**config.mk**
```make
export PLATFORM = sky130hd
export DESIGN_NAME = sar_busy_reader
export DESIGN_NICKNAME = d
export VERILOG_FILES = /design/src/rtl/sar_busy_reader_pkg.sv /design/src/rtl/sar_busy_reader_sync.sv /design/src/rtl/sar_busy_reader_sckgen.sv /design/src/rtl/sar_busy_reader_shift.sv /design/src/rtl/sar_busy_reader_seq.sv /design/src/rtl/sar_busy_reader.sv
export SDC_FILE = /design/constraint.sdc
export NUM_CORES = 1
export LEC_CHECK = 0
export CORE_MARGIN = 1
export CORE_UTILIZATION = 55
export CTS_CLUSTER_SIZE = 14
export DETAILED_ROUTE_END_ITERATION = 8
export PLACE_DENSITY = 0.81
export SLEW_MARGIN = 20
export SYNTH_ARGS = -nofsm -noshare
export SYNTH_HDL_FRONTEND = slang
export SYNTH_SLANG_ARGS = --single-unit
```
**constraint.sdc**
```tcl
create_clock -name clk -period 3.4 [get_ports clk]
set_input_delay 0.68 -clock clk [delete_from_list [all_inputs] [get_ports clk]]
set_output_delay 0.68 -clock clk [all_outputs]
set_load 0.05 [all_outputs]
```
**src/rtl/sar_busy_reader_pkg.sv**
```systemverilog
// Package: shared types of the busy-indicator read controller.
// Assumes: nothing beyond IEEE 1800-2017.
package sar_busy_reader_pkg;

    // Sequencer states: idle, converting, reading bits, extra edge, result, fault.
    typedef enum logic [2:0] {
        ST_IDLE  = 3'd0,
        ST_CONV  = 3'd1,
        ST_READ  = 3'd2,
        ST_TAIL  = 3'd3,
        ST_DONE  = 3'd4,
        ST_FAULT = 3'd5
    } rd_state_t;

endpackage

```
**src/rtl/sar_busy_reader_sync.sv**
```systemverilog
// Module: multi-flop synchroniser for the asynchronous serial data line.
// Assumes: STAGES >= 2; RST_VAL is the level the line rests at (pulled up).
module sar_busy_reader_sync #(
    parameter int   STAGES  = 2,
    parameter logic RST_VAL = 1'b1
) (
    input  logic clk,
    input  logic rst_n,
    input  logic d,
    output logic q
);

    logic [STAGES-1:0] pipe;

    // Shift the raw line through the flop chain.
    always_ff @(posedge clk) begin
        if (!rst_n) begin
            pipe <= {STAGES{RST_VAL}};
        end else begin
            pipe <= {pipe[STAGES-2:0], d};
        end
    end

    assign q = pipe[STAGES-1];

endmodule

```
**src/rtl/sar_busy_reader_sckgen.sv**
```systemverilog
// Module: serial clock divider. While run is high, it produces HALF cycles
// high then HALF cycles low, and strobes sample_stb LAG cycles after each
// registered falling edge.
// Assumes: HALF >= 2, 1 <= LAG <= HALF; sck is registered and glitch free.
module sar_busy_reader_sckgen #(
    parameter int HALF = 4,
    parameter int LAG  = 3
) (
    input  logic clk,
    input  logic rst_n,
    input  logic run,
    output logic sck,
    output logic sample_stb
);

    localparam int PH_W = $clog2(2 * HALF);
    localparam logic [PH_W-1:0] PH_LAST  = PH_W'(2 * HALF - 1);
    localparam logic [PH_W-1:0] PH_HALF  = PH_W'(HALF);
    localparam logic [PH_W-1:0] PH_SMPL  = PH_W'(HALF + LAG - 1);

    logic [PH_W-1:0] phase;
    logic [PH_W-1:0] phase_n;

    // Next phase: wrap over one full serial period, park at zero when stopped.
    always_comb begin
        if (!run) begin
            phase_n = '0;
        end else if (phase == PH_LAST) begin
            phase_n = '0;
        end else begin
            phase_n = phase + 1'b1;
        end
    end

    // Phase register and registered clock level (high in the first half).
    always_ff @(posedge clk) begin
        if (!rst_n) begin
            phase <= '0;
            sck   <= 1'b0;
        end else begin
            phase <= phase_n;
            sck   <= run && (phase_n < PH_HALF);
        end
    end

    assign sample_stb = run && (phase == PH_SMPL);

endmodule

```
**src/rtl/sar_busy_reader_shift.sv**
```systemverilog
// Module: serial-in shift register collecting the result, MSB first.
// Assumes: clear has priority over shift_en; W >= 2.
module sar_busy_reader_shift #(
    parameter int W = 18
) (
    input  logic         clk,
    input  logic         rst_n,
    input  logic         clear,
    input  logic         shift_en,
    input  logic         bit_in,
    output logic [W-1:0] word
);

    // Clear on a new frame, else shift one bit in at the bottom.
    always_ff @(posedge clk) begin
        if (!rst_n) begin
            word <= '0;
        end else if (clear) begin
            word <= '0;
        end else if (shift_en) begin
            word <= {word[W-2:0], bit_in};
        end
    end

endmodule

```
**src/rtl/sar_busy_reader_seq.sv**
```systemverilog
// Module: sequencer. It frames a conversion with the convert and data-in
// lines, waits for the busy-low, counts bits and raises the result or fault
// strobes. All line outputs are registered from the next-state values.
// Assumes: SDI_HIGH < ACCEPT_AT < LIMIT; line_low is already synchronised.
module sar_busy_reader_seq
    import sar_busy_reader_pkg::*;
#(
    parameter int DATA_W     = 18,
    parameter int SDI_HIGH   = 5,
    parameter int ACCEPT_AT  = 7,
    parameter int LIMIT      = 76,
    parameter int EXTRA_FALL = 1
) (
    input  logic clk,
    input  logic rst_n,
    input  logic start,
    input  logic line_low,
    input  logic sample_stb,
    output logic cnv,
    output logic sdi,
    output logic run,
    output logic clear,
    output logic shift_en,
    output logic valid,
    output logic fault
);

    localparam int CNT_W = $clog2(LIMIT + 1);
    localparam int BIT_W = $clog2(DATA_W);
    localparam logic [CNT_W-1:0] CNT_LAST   = CNT_W'(LIMIT - 1);
    localparam logic [CNT_W-1:0] CNT_ACCEPT = CNT_W'(ACCEPT_AT);
    localparam logic [CNT_W-1:0] CNT_SDI    = CNT_W'(SDI_HIGH);
    localparam logic [BIT_W-1:0] BIT_LAST   = BIT_W'(DATA_W - 1);

    rd_state_t        state, state_n, after_last;
    logic [CNT_W-1:0] cnt, cnt_n;
    logic [BIT_W-1:0] bits;
    logic             accept;

    // Pick what follows the last sampled bit: an extra edge or straight to done.
    generate
        if (EXTRA_FALL != 0) begin : g_tail
            assign after_last = ST_TAIL;
        end else begin : g_no_tail
            assign after_last = ST_DONE;
        end
    endgenerate

    assign accept = (cnt >= CNT_ACCEPT) && line_low;

    // Next-state decision for one conversion-and-read cycle.
    always_comb begin
        state_n = state;
        case (state)
            ST_IDLE:  if (start) state_n = ST_CONV;
            ST_CONV:  begin
                if (accept) begin
                    state_n = ST_READ;
                end else if (cnt == CNT_LAST) begin
                    state_n = ST_FAULT;
                end
            end
            ST_READ:  if (sample_stb && (bits == BIT_LAST)) state_n = after_last;
            ST_TAIL:  if (sample_stb) state_n = ST_DONE;
            default:  state_n = ST_IDLE;
        endcase
    end

    // Conversion-window counter: counts convert-high cycles while converting.
    always_comb begin
        if (state_n == ST_CONV && state == ST_CONV) begin
            cnt_n = cnt + 1'b1;
        end else begin
            cnt_n = '0;
        end
    end

    // State, counters and registered line outputs.
    always_ff @(posedge clk) begin
        if (!rst_n) begin
            state <= ST_IDLE;
            cnt   <= '0;
            bits  <= '0;
            cnv   <= 1'b0;
            sdi   <= 1'b1;
            valid <= 1'b0;
            fault <= 1'b0;
        end else begin
            state <= state_n;
            cnt   <= cnt_n;
            if (state != ST_READ) begin
                bits <= '0;
            end else if (sample_stb) begin
                bits <= bits + 1'b1;
            end
            cnv   <= (state_n == ST_CONV) || (state_n == ST_READ) || (state_n == ST_TAIL);
            sdi   <= (state_n == ST_IDLE) || (state_n == ST_DONE) || (state_n == ST_FAULT)
                     || ((state_n == ST_CONV) && (cnt_n < CNT_SDI));
            valid <= (state_n == ST_DONE);
            fault <= (state_n == ST_FAULT);
        end
    end

    assign run      = (state == ST_READ) || (state == ST_TAIL);
    assign shift_en = (state == ST_READ) && sample_stb;
    assign clear    = (state == ST_IDLE) && start;

endmodule

```
**src/rtl/sar_busy_reader.sv**
```systemverilog
// Module: top of the busy-indicator read controller. It ties together the
// synchroniser, sequencer, serial clock divider and result shift register.
// Assumes: the data line is pulled high when released; timing parameters
// are in system clocks; SAMPLE_LAG >= 3 to cover the synchroniser latency.
module sar_busy_reader #(
    parameter int DATA_W     = 18,
    parameter int T_CONV_MIN = 20,
    parameter int T_CONV_MAX = 60,
    parameter int TO_MARGIN  = 16,
    parameter int SCK_HALF   = 4,
    parameter int SAMPLE_LAG = 3,
    parameter int EXTRA_FALL = 1
) (
    input  logic              clk,
    input  logic              rst_n,
    input  logic              start,
    input  logic              sdo_in,
    output logic              cnv_out,
    output logic              sdi_out,
    output logic              sck_out,
    output logic [DATA_W-1:0] result_data,
    output logic              result_valid,
    output logic              timeout
);

    localparam int SYNC_STAGES = 2;
    localparam int SDI_HIGH    = (T_CONV_MIN >= 8) ? (T_CONV_MIN / 4) : 1;
    localparam int ACCEPT_AT   = SDI_HIGH + SYNC_STAGES;
    localparam int LIMIT       = T_CONV_MAX + TO_MARGIN;

    logic line_sync;
    logic run;
    logic sample_stb;
    logic clear;
    logic shift_en;

    sar_busy_reader_sync #(
        .STAGES  (SYNC_STAGES),
        .RST_VAL (1'b1)
    ) u_sync (
        .clk   (clk),
        .rst_n (rst_n),
        .d     (sdo_in),
        .q     (line_sync)
    );

    sar_busy_reader_seq #(
        .DATA_W     (DATA_W),
        .SDI_HIGH   (SDI_HIGH),
        .ACCEPT_AT  (ACCEPT_AT),
        .LIMIT      (LIMIT),
        .EXTRA_FALL (EXTRA_FALL)
    ) u_seq (
        .clk        (clk),
        .rst_n      (rst_n),
        .start      (start),
        .line_low   (!line_sync),
        .sample_stb (sample_stb),
        .cnv        (cnv_out),
        .sdi        (sdi_out),
        .run        (run),
        .clear      (clear),
        .shift_en   (shift_en),
        .valid      (result_valid),
        .fault      (timeout)
    );

    sar_busy_reader_sckgen #(
        .HALF (SCK_HALF),
        .LAG  (SAMPLE_LAG)
    ) u_sck (
        .clk        (clk),
        .rst_n      (rst_n),
        .run        (run),
        .sck        (sck_out),
        .sample_stb (sample_stb)
    );

    sar_busy_reader_shift #(
        .W (DATA_W)
    ) u_shift (
        .clk      (clk),
        .rst_n    (rst_n),
        .clear    (clear),
        .shift_en (shift_en),
        .bit_in   (line_sync),
        .word     (result_data)
    );

endmodule

```
* After elaboration in Yosys (flattened, before gate mapping)
Index checks and enable logic that the tools add are counted.
Word-level totals: bits in writable memories 0, memories kept 0, bits in registers 43, bits of input ports 4, word-level logic and storage cells 59, bits in latches 0, output and inout bits 23, memory bits (read-only) 0
Cells by class: multiplexer cells 9, bitwise gates (word level) 1, multipliers 0, div/mod/pow operators 0, order comparisons 3, reduce and logical (&&, ||, !) cells 19, add/subtract/negate cells 3, equal/unequal tests 13, shift-type cells 0
Operators by type and width (number):
- $mux 3 | 7
- $eq 3x2->1 const B | 4
- $eq 3x3->1 const B | 4
- $pmux 3 s4 | 1
- $logic_and 1x1->1 | 8
- $add 7x1->7 const B | 1
- $eq 7x7->1 const B | 1
- $ge 7x3->1 const B | 1
- $lt 7x3->1 const B | 1
- $mux 7 | 1
- $eq 3x1->1 const B | 2
- $logic_not 3->1 | 2
- $logic_or 1x1->1 | 6
- $add 5x1->5 const B | 1
- $eq 5x5->1 const B | 1
- $reduce_or 2->1 | 2
- $add 3x1->3 const B | 1
- $lt 3x3->1 const B | 1
- $ne 3x2->1 const B | 1
- $logic_not 1->1 | 1
- $not 1->1 | 1

* Logic depth before layout (Yosys ltp)
Gate-level depths: netlist (run 1).
word-level depth 12, gate-level depth with buffers 9, depth with buffers taken out 6

* Cells and area by module
Synthesis (run 1) repeated with hierarchy kept, for this count alone.
Second synthesis, totals: cells, all modules 187, area total of the unflattened synthesis 1895.6 um^2
By module, submodules not included:
- sar_busy_reader_seq | cells an instance 110, seq. area each 380.4 um^2, area each 999.7 um^2, times used 1
- sar_busy_reader_shift | cells an instance 59, seq. area each 360.3 um^2, area each 668.1 um^2, times used 1
- sar_busy_reader_sckgen | cells an instance 13, seq. area each 80.1 um^2, area each 171.4 um^2, times used 1
- sar_busy_reader_sync | cells an instance 4, seq. area each 40.0 um^2, area each 52.6 um^2, times used 1
- sar_busy_reader | cells an instance 1, seq. area each 0.0 um^2, area each 3.8 um^2, times used 1

* Worst setup path before layout (run 1)
Ideal clock, no wire load.
kind input-to-reg, from input port rst_n, to register u_shift.word[0], data arrival time 1.498 ns, path slack 1.777 ns, data required time 3.275 ns, buffers on the path 2, stages on the path 5, setup time 0.125 ns, path through inv_1 a31o_1 buf_1 buf_2 a21oi_2
Between the ends: word-level cells in the longest chain between the ends 2
RTL lines:
- start: declaration | RTL line sar_busy_reader.sv:15 | input logic rst_n,
- $not 1->1 (no source line)
- $reduce_or 2->1 (no source line)
- end signal: assignment | RTL line sar_busy_reader_shift.sv:21 | word <= {word[W-2:0], bit_in};
- end: declaration | RTL line sar_busy_reader_shift.sv:11 | output logic [W-1:0] word
No other way between the ends. A chain may end at the register's enable or synchronous reset.

* Final worst setup path (run 1)
from register u_shift.word[10], to output port result_data[10]
RTL lines:
- end: declaration | RTL line sar_busy_reader.sv:21 | output logic [DATA_W-1:0] result_data,
No word-level cell between the ends.

==> flow_summary.yaml, run 1 <==
synthesis:
  synthArstFlopShare_pct: 0
  synth_area_leader_cell: "dfxtp_1"
  synth.area.mux_share_pct: 0
  synthAdderAreaFrac_pct: 4.071
  synthTopCellsByArea: "dfxtp_1 47%, nand2_1 6.9%, a21oi_2 4.7%"
  syn-num-nets: 215
  ys_types: 41
  synthCells: 205
  postSynthAreaPerCell_um2: 8.996
  synth_seq_cells: 43
  synth_common_cells: "43 x dfxtp_1, 34 x nand2_1, 17 x nor2_1"
  syn_area_um2: 1844
  yosys.area_share.simple_pct: 25.31
  synth_edf_count: 0
  synth_compound_area_share_pct: 14.99
  synth_top_family_by_area: "simple AND/OR/NAND/NOR gates"
  ys_seq_area_share_pct: 46.68
  synthXorXnorAreaFrac_pct: 3.799
  yosys.cell_count.top_type: "dfxtp_1"
  synth_top_area_share_pct: 46.68
  synth_top_flop_cell: "dfxtp_1"
  yosys_warnings: 0
route:
  ant_nets: 0
  via_count: 1452
  drt-total-wl_um: 3365
  drc: 0
  drt_first_pass_iters: 4
  wl_per_cell_um: 12.28
  drt_iter0_drc: 58
  vias_per_cell: 5.299
floorplan:
  die_h_um: 59.91
  start_util_pct: 58.96
  die_area_um2: 3589
  coreArea_um2: 3128
  io-pin-count: 27
  dieWidth_um: 59.91
  rows: 20
placement:
  hpwlAfterDp_um: 2436
  dpl.cell_count: 266
  place.gp.congestion: 0.8291
  pre_cts_ws_ns: 1.034
  io_buffers: 26
sta:
  fin_crit_sh_pct: 66.06
  setup_tns_ns: 0
  finalHoldViolCount: 0
  min_period_ns: 2.246
  skew_ns: 0.007184
  slew_violations: 0
  fmax_mhz: 445.3
  setup_viol: 0
  worst_slack_ns: 1.154
  relSlewSlack_pct: 45.56
  hold_slack_ns: 0.4412
  rsz0062_at_grt: "no"
  tightestPinTransition_ns: 0.8166
cts:
  clock_sinks: 43
  cts_resized: 0
  cts_hold_buf: 0
  cts_root_buffer: "clkbuf_4"
  htree_levels: 2
  path_clk_slew_ns: 0.12
  cts_made_buffers: 5
  clockBufferDepth: 2
  cts_setup_buffers: 0
  cts_tree: "built"
  clock_latency_ns: 0.35
pwr:
  powerDensity_nw_per_um2: 405.9
  max-vdd-ir-drop_mv: 0.2274
  p_leak_nw: 0.7454
run_status:
  outcome: "complete, no violations"
grt:
  antenna_found_initial: 0
  grt_pass1_wl_um: 5644
  track_usage_pct: 21.29
  grt_pass1_vias: 1295
  grt_max_degree: 19
  grt.overflow.total: 0
cells_and_area:
  area_delta_synth_final_pct: 18.05
  drive_above_1_share_pct: 13.91
  antennaDiodeCount: 0
  finalNetCount: 239
  layout.cells.non_filler: 274
worst_setup_path:
  crit_type: "reg -> out"
  setup.worst_path.end_class: "output port"
  cp_top_family: "buffers and inverters"
  required_ns: 2.72
  cp.arrival_ns: 1.57
  cp_num_buf_inv: 1
  path_cells: "clkdlybuf4s50_1"
  cp_slowest_cell: "clkdlybuf4s50_1"
  slowest_delay_ns: 0.82
  crit_fanout: 3
  startpoint_type: "flip-flop"
worst_hold_path:
  worst_hold_path_type: "reg -> reg"
flow_run:
  max_cap_viol_count: 0
==> through the flow <==
stage / power (mW) / util [%] / area, um^2
after floorplan: 0.5515 / - / 1844
after global placement: 0.5606 / 66.84 / 2091
after detailed placement: 0.5620 / 66.84 / 2091
after CTS: 0.8906 / 69.60 / 2177
after global routing: 0.9155 / 69.60 / 2177
final: 0.8838 / 69.60 / 2177
==> power by group <==
part           switching, mW  internal [mW]
logic                 0.0239         0.0139
clock network          0.159          0.174
registers            0.00521          0.508
total                  0.188          0.696
==> cell usage in the layout, fill, tap and decap left out, types with 2 or more instances in the layout <==
cell,netlist,layout
a211oi_1,2,2
a21oi_1,16,16
a21oi_2,10,10
and2_1,3,3
clkbuf_4,0,5
clkdlybuf4s50_1,0,26
dfxtp_1,43,43
ha_1,6,6
inv_1,7,7
nand2_1,34,34
nand2_2,10,10
nand2b_1,5,5
nand3_1,4,4
nand4_1,6,6
nor2_1,17,17
nor2b_1,2,2
nor3_1,3,3
o211ai_1,2,2
xnor2_1,4,4
xor2_1,4,4
==> logic make-up after synthesis <==
family                     count (synthesis)
xor gates and xnor gates                   8
and+or+nand+nor                           93
DFF                                       43
adders and majority gates                  6
AOI/OAI and AO/OA                         39
buffers and inverters                     16
==> sequential cells by signal, summed over array words and instances (netlist names), 2 cells and up <==
register      cells
u_seq.bits        5
u_sync.pipe       2
u_sck.phase       3
u_shift.word     18
u_seq.cnt         7
u_seq.state       3
==> path summary, 6_finish.rpt <==
kind | from | end | slack (ns) | cells past startpoint
setup / recovery | u_shift.word[10] | result_data[10] | 1.15 | 1
hold reg to reg | u_sync.pipe[0] | u_sync.pipe[1] | 0.44 | 1
hold / removal | u_sync.pipe[0] | u_sync.pipe[1] | 0.44 | 1
setup reg to reg | u_seq.state[1] | u_shift.word[6] | 1.36 | 4
==> per-layer routing <==
metal  global-route usage (%)  vias to the layer above  wire length [um]
met5                        0                        -                 0
met4                    9.635                        0                77
met3                    6.277                       10               134
met2                    34.44                       34              1608
met1                    26.02                      668              1545
li1                         -                      740                 -
==> area by class of cell <==
| cell class | instances | area [um^2] |
|---|---|---|
| well taps | 44 | 55.05 |
| fillers | 256 | 950.9 |
| inverters | 7 | 26.28 |
| clock inverters | 2 | 35.03 |
| repair buffers | 26 | 260.3 |
| clock buffers | 6 | 51.30 |
| multi-input cells | 146 | 888.4 |
| flip-flops and latches | 43 | 860.8 |
Note: power is estimated with default switching activity, not from simulation.
==> run 2, diff against run 1 <==
Settings changed: CORE_UTILIZATION 55 to 48, PLACE_DENSITY 0.81 to 0.75.
Clock period 3.4 ns to 2.05 ns, I/O delays scaled along.
==> flow_summary.yaml, run 2 (synthesized netlist as in run 1, its figures left out) <==
run_status:
  outcome: "complete, no violations"
cells_and_area:
  drive_above_1_share_pct: 15.38
  finalNetCount: 243
  mostFrequentLayoutCells: "43 x dfxtp_1, 34 x nand2_1, 26 x clkdlybuf4s50_1"
  area_delta_synth_final_pct: 20.29
  largest_reg_flops: 18
  post-route-cell-area_um2: 2218
  top_register: "u_shift.word"
  top_regs: "u_shift.word: 18 flops, u_seq.cnt: 7 flops, u_seq.bits: 5 flops"
  antennaDiodeCount: 0
  final_common_cell: "dfxtp_1"
sta:
  finalHoldViolCount: 0
  tightestPinTransition_ns: 0.8138
  rsz0062_at_grt: "no"
  fmax_mhz: 521.3
  relSlewSlack_pct: 45.75
  hold_slack_ns: 0.4171
  setup_tns_ns: 0
  slew_violations: 0
  skew_ns: 0.01082
  fin_crit_sh_pct: 93.57
  setup_viol: 0
  min_period_ns: 1.918
cts:
  path_clk_slew_ns: 0.09
  cts_resized: 0
  htree_levels: 2
  clockBufferDepth: 2
  clock_sinks: 43
  clock_latency_ns: 0.30
  cts_setup_buffers: 0
  cts_hold_buf: 0
  cts_tree: "built"
  cts_made_buffers: 5
  cts_root_buffer: "clkbuf_8"
grt:
  grt_pass1_vias: 1361
  antenna_found_initial: 0
  track_usage_pct: 18.34
  grt.overflow.total: 0
  grt_max_degree: 19
  grt_pass1_wl_um: 5899
placement:
  io_buffers: 26
  postPlaceCellArea_um2: 2126
  hpwlAfterDp_um: 2420
  place.gp.congestion: 0.8916
flow_run:
  max_cap_viol_count: 0
floorplan:
  die_area_um2: 4094
  die_h_um: 63.99
  dieWidth_um: 63.99
  io-pin-count: 27
  start_util_pct: 50.38
  rows: 22
  coreArea_um2: 3661
worst_setup_path:
  required_ns: 1.64
  cp.arrival_ns: 1.51
  setup.worst_path.end_class: "output port"
  startpoint_type: "flip-flop"
  slowest_delay_ns: 0.82
  crit_fanout: 3
  cp_slowest_cell: "clkdlybuf4s50_1"
  crit_type: "reg -> out"
  cp_num_buf_inv: 1
  path_cells: "clkdlybuf4s50_1"
  cp_top_family: "buffers and inverters"
route:
  via_count: 1460
  drt_iter0_drc: 63
  vias_per_cell: 5.177
  ant_nets: 0
  drt_first_pass_iters: 4
  drt-total-wl_um: 3306
  drc: 0
  wl_per_cell_um: 11.72
pwr:
  p_leak_nw: 0.7585
  powerDensity_nw_per_um2: 658.1
  max-vdd-ir-drop_mv: 0.6730
worst_hold_path:
  worst_hold_path_type: "reg -> reg"
-- run 2: changes by cell type in the layout (fill, tap and decap cells not counted) --
cell	previous run	this run
clkinvlp_4	0	2
clkinv_2	1	0
bufinv_16	1	0
buf_4	0	4
clkbuf_8	1	5
clkbuf_4	5	0
inv_6	0	1
-- run 2: area by class of cell --
| class | instances | area [um^2] |
|---|---|---|
| Multi-Input combinational cell | 146 | 888.4 |
| Tap cell | 48 | 60.06 |
| Fill cell | 329 | 1443 |
| Timing Repair Buffer | 30 | 290.3 |
| Clock buffer | 5 | 68.82 |
| Inverter | 7 | 26.28 |
| Sequential cell | 43 | 860.8 |
| Clock inverter | 3 | 23.77 |
-- run 2: through the flow --
| stage | worst slack, ns | std cells | power, mW | utilization (%) |
|---|---|---|---|---|
| finish | 0.1318 | 282 | 1.460 | 60.59 |
| global route | 0.06260 | 282 | 1.521 | 60.59 |
| CTS | 0.1293 | 282 | 1.476 | 60.59 |
| detailed placement | 0.1356 | 274 | 0.9355 | 58.07 |
| global placement | 0.1850 | 274 | 0.9352 | 58.07 |
| floorplan | 0.4668 | 205 | 0.9147 | - |
-- run 2: where the power goes --
part / leakage [nW] / internal (mW) / total (mW) / switching [mW]
combinational: 0.370 / 0.0253 / 0.0654 / 0.0400
clock: 0.0408 / 0.243 / 0.544 / 0.300
sequential: 0.348 / 0.842 / 0.851 / 0.00848
total: 0.758 / 1.11 / 1.46 / 0.349
-- run 2: path summary, 6_finish.rpt --
path | slack [ns] | cells after the start | startpoint | endpoint
hold reg to reg | 0.42 | 1 | u_sync.pipe[0] | u_sync.pipe[1]
setup / recovery | 0.13 | 1 | u_shift.word[2] | result_data[2]
hold / removal | 0.42 | 1 | u_sync.pipe[0] | u_sync.pipe[1]
setup reg to reg | 0.31 | 6 | u_sck.phase[0] | u_seq.sdi
-- run 2: layer usage --
metal,routed length (um),part of all wire (%),track usage [%]
met1,1573,48,22.49
met2,1589,48,31.38
met3,107,3.2,4.286
met4,36,1.1,5.966
met5,0,0,0
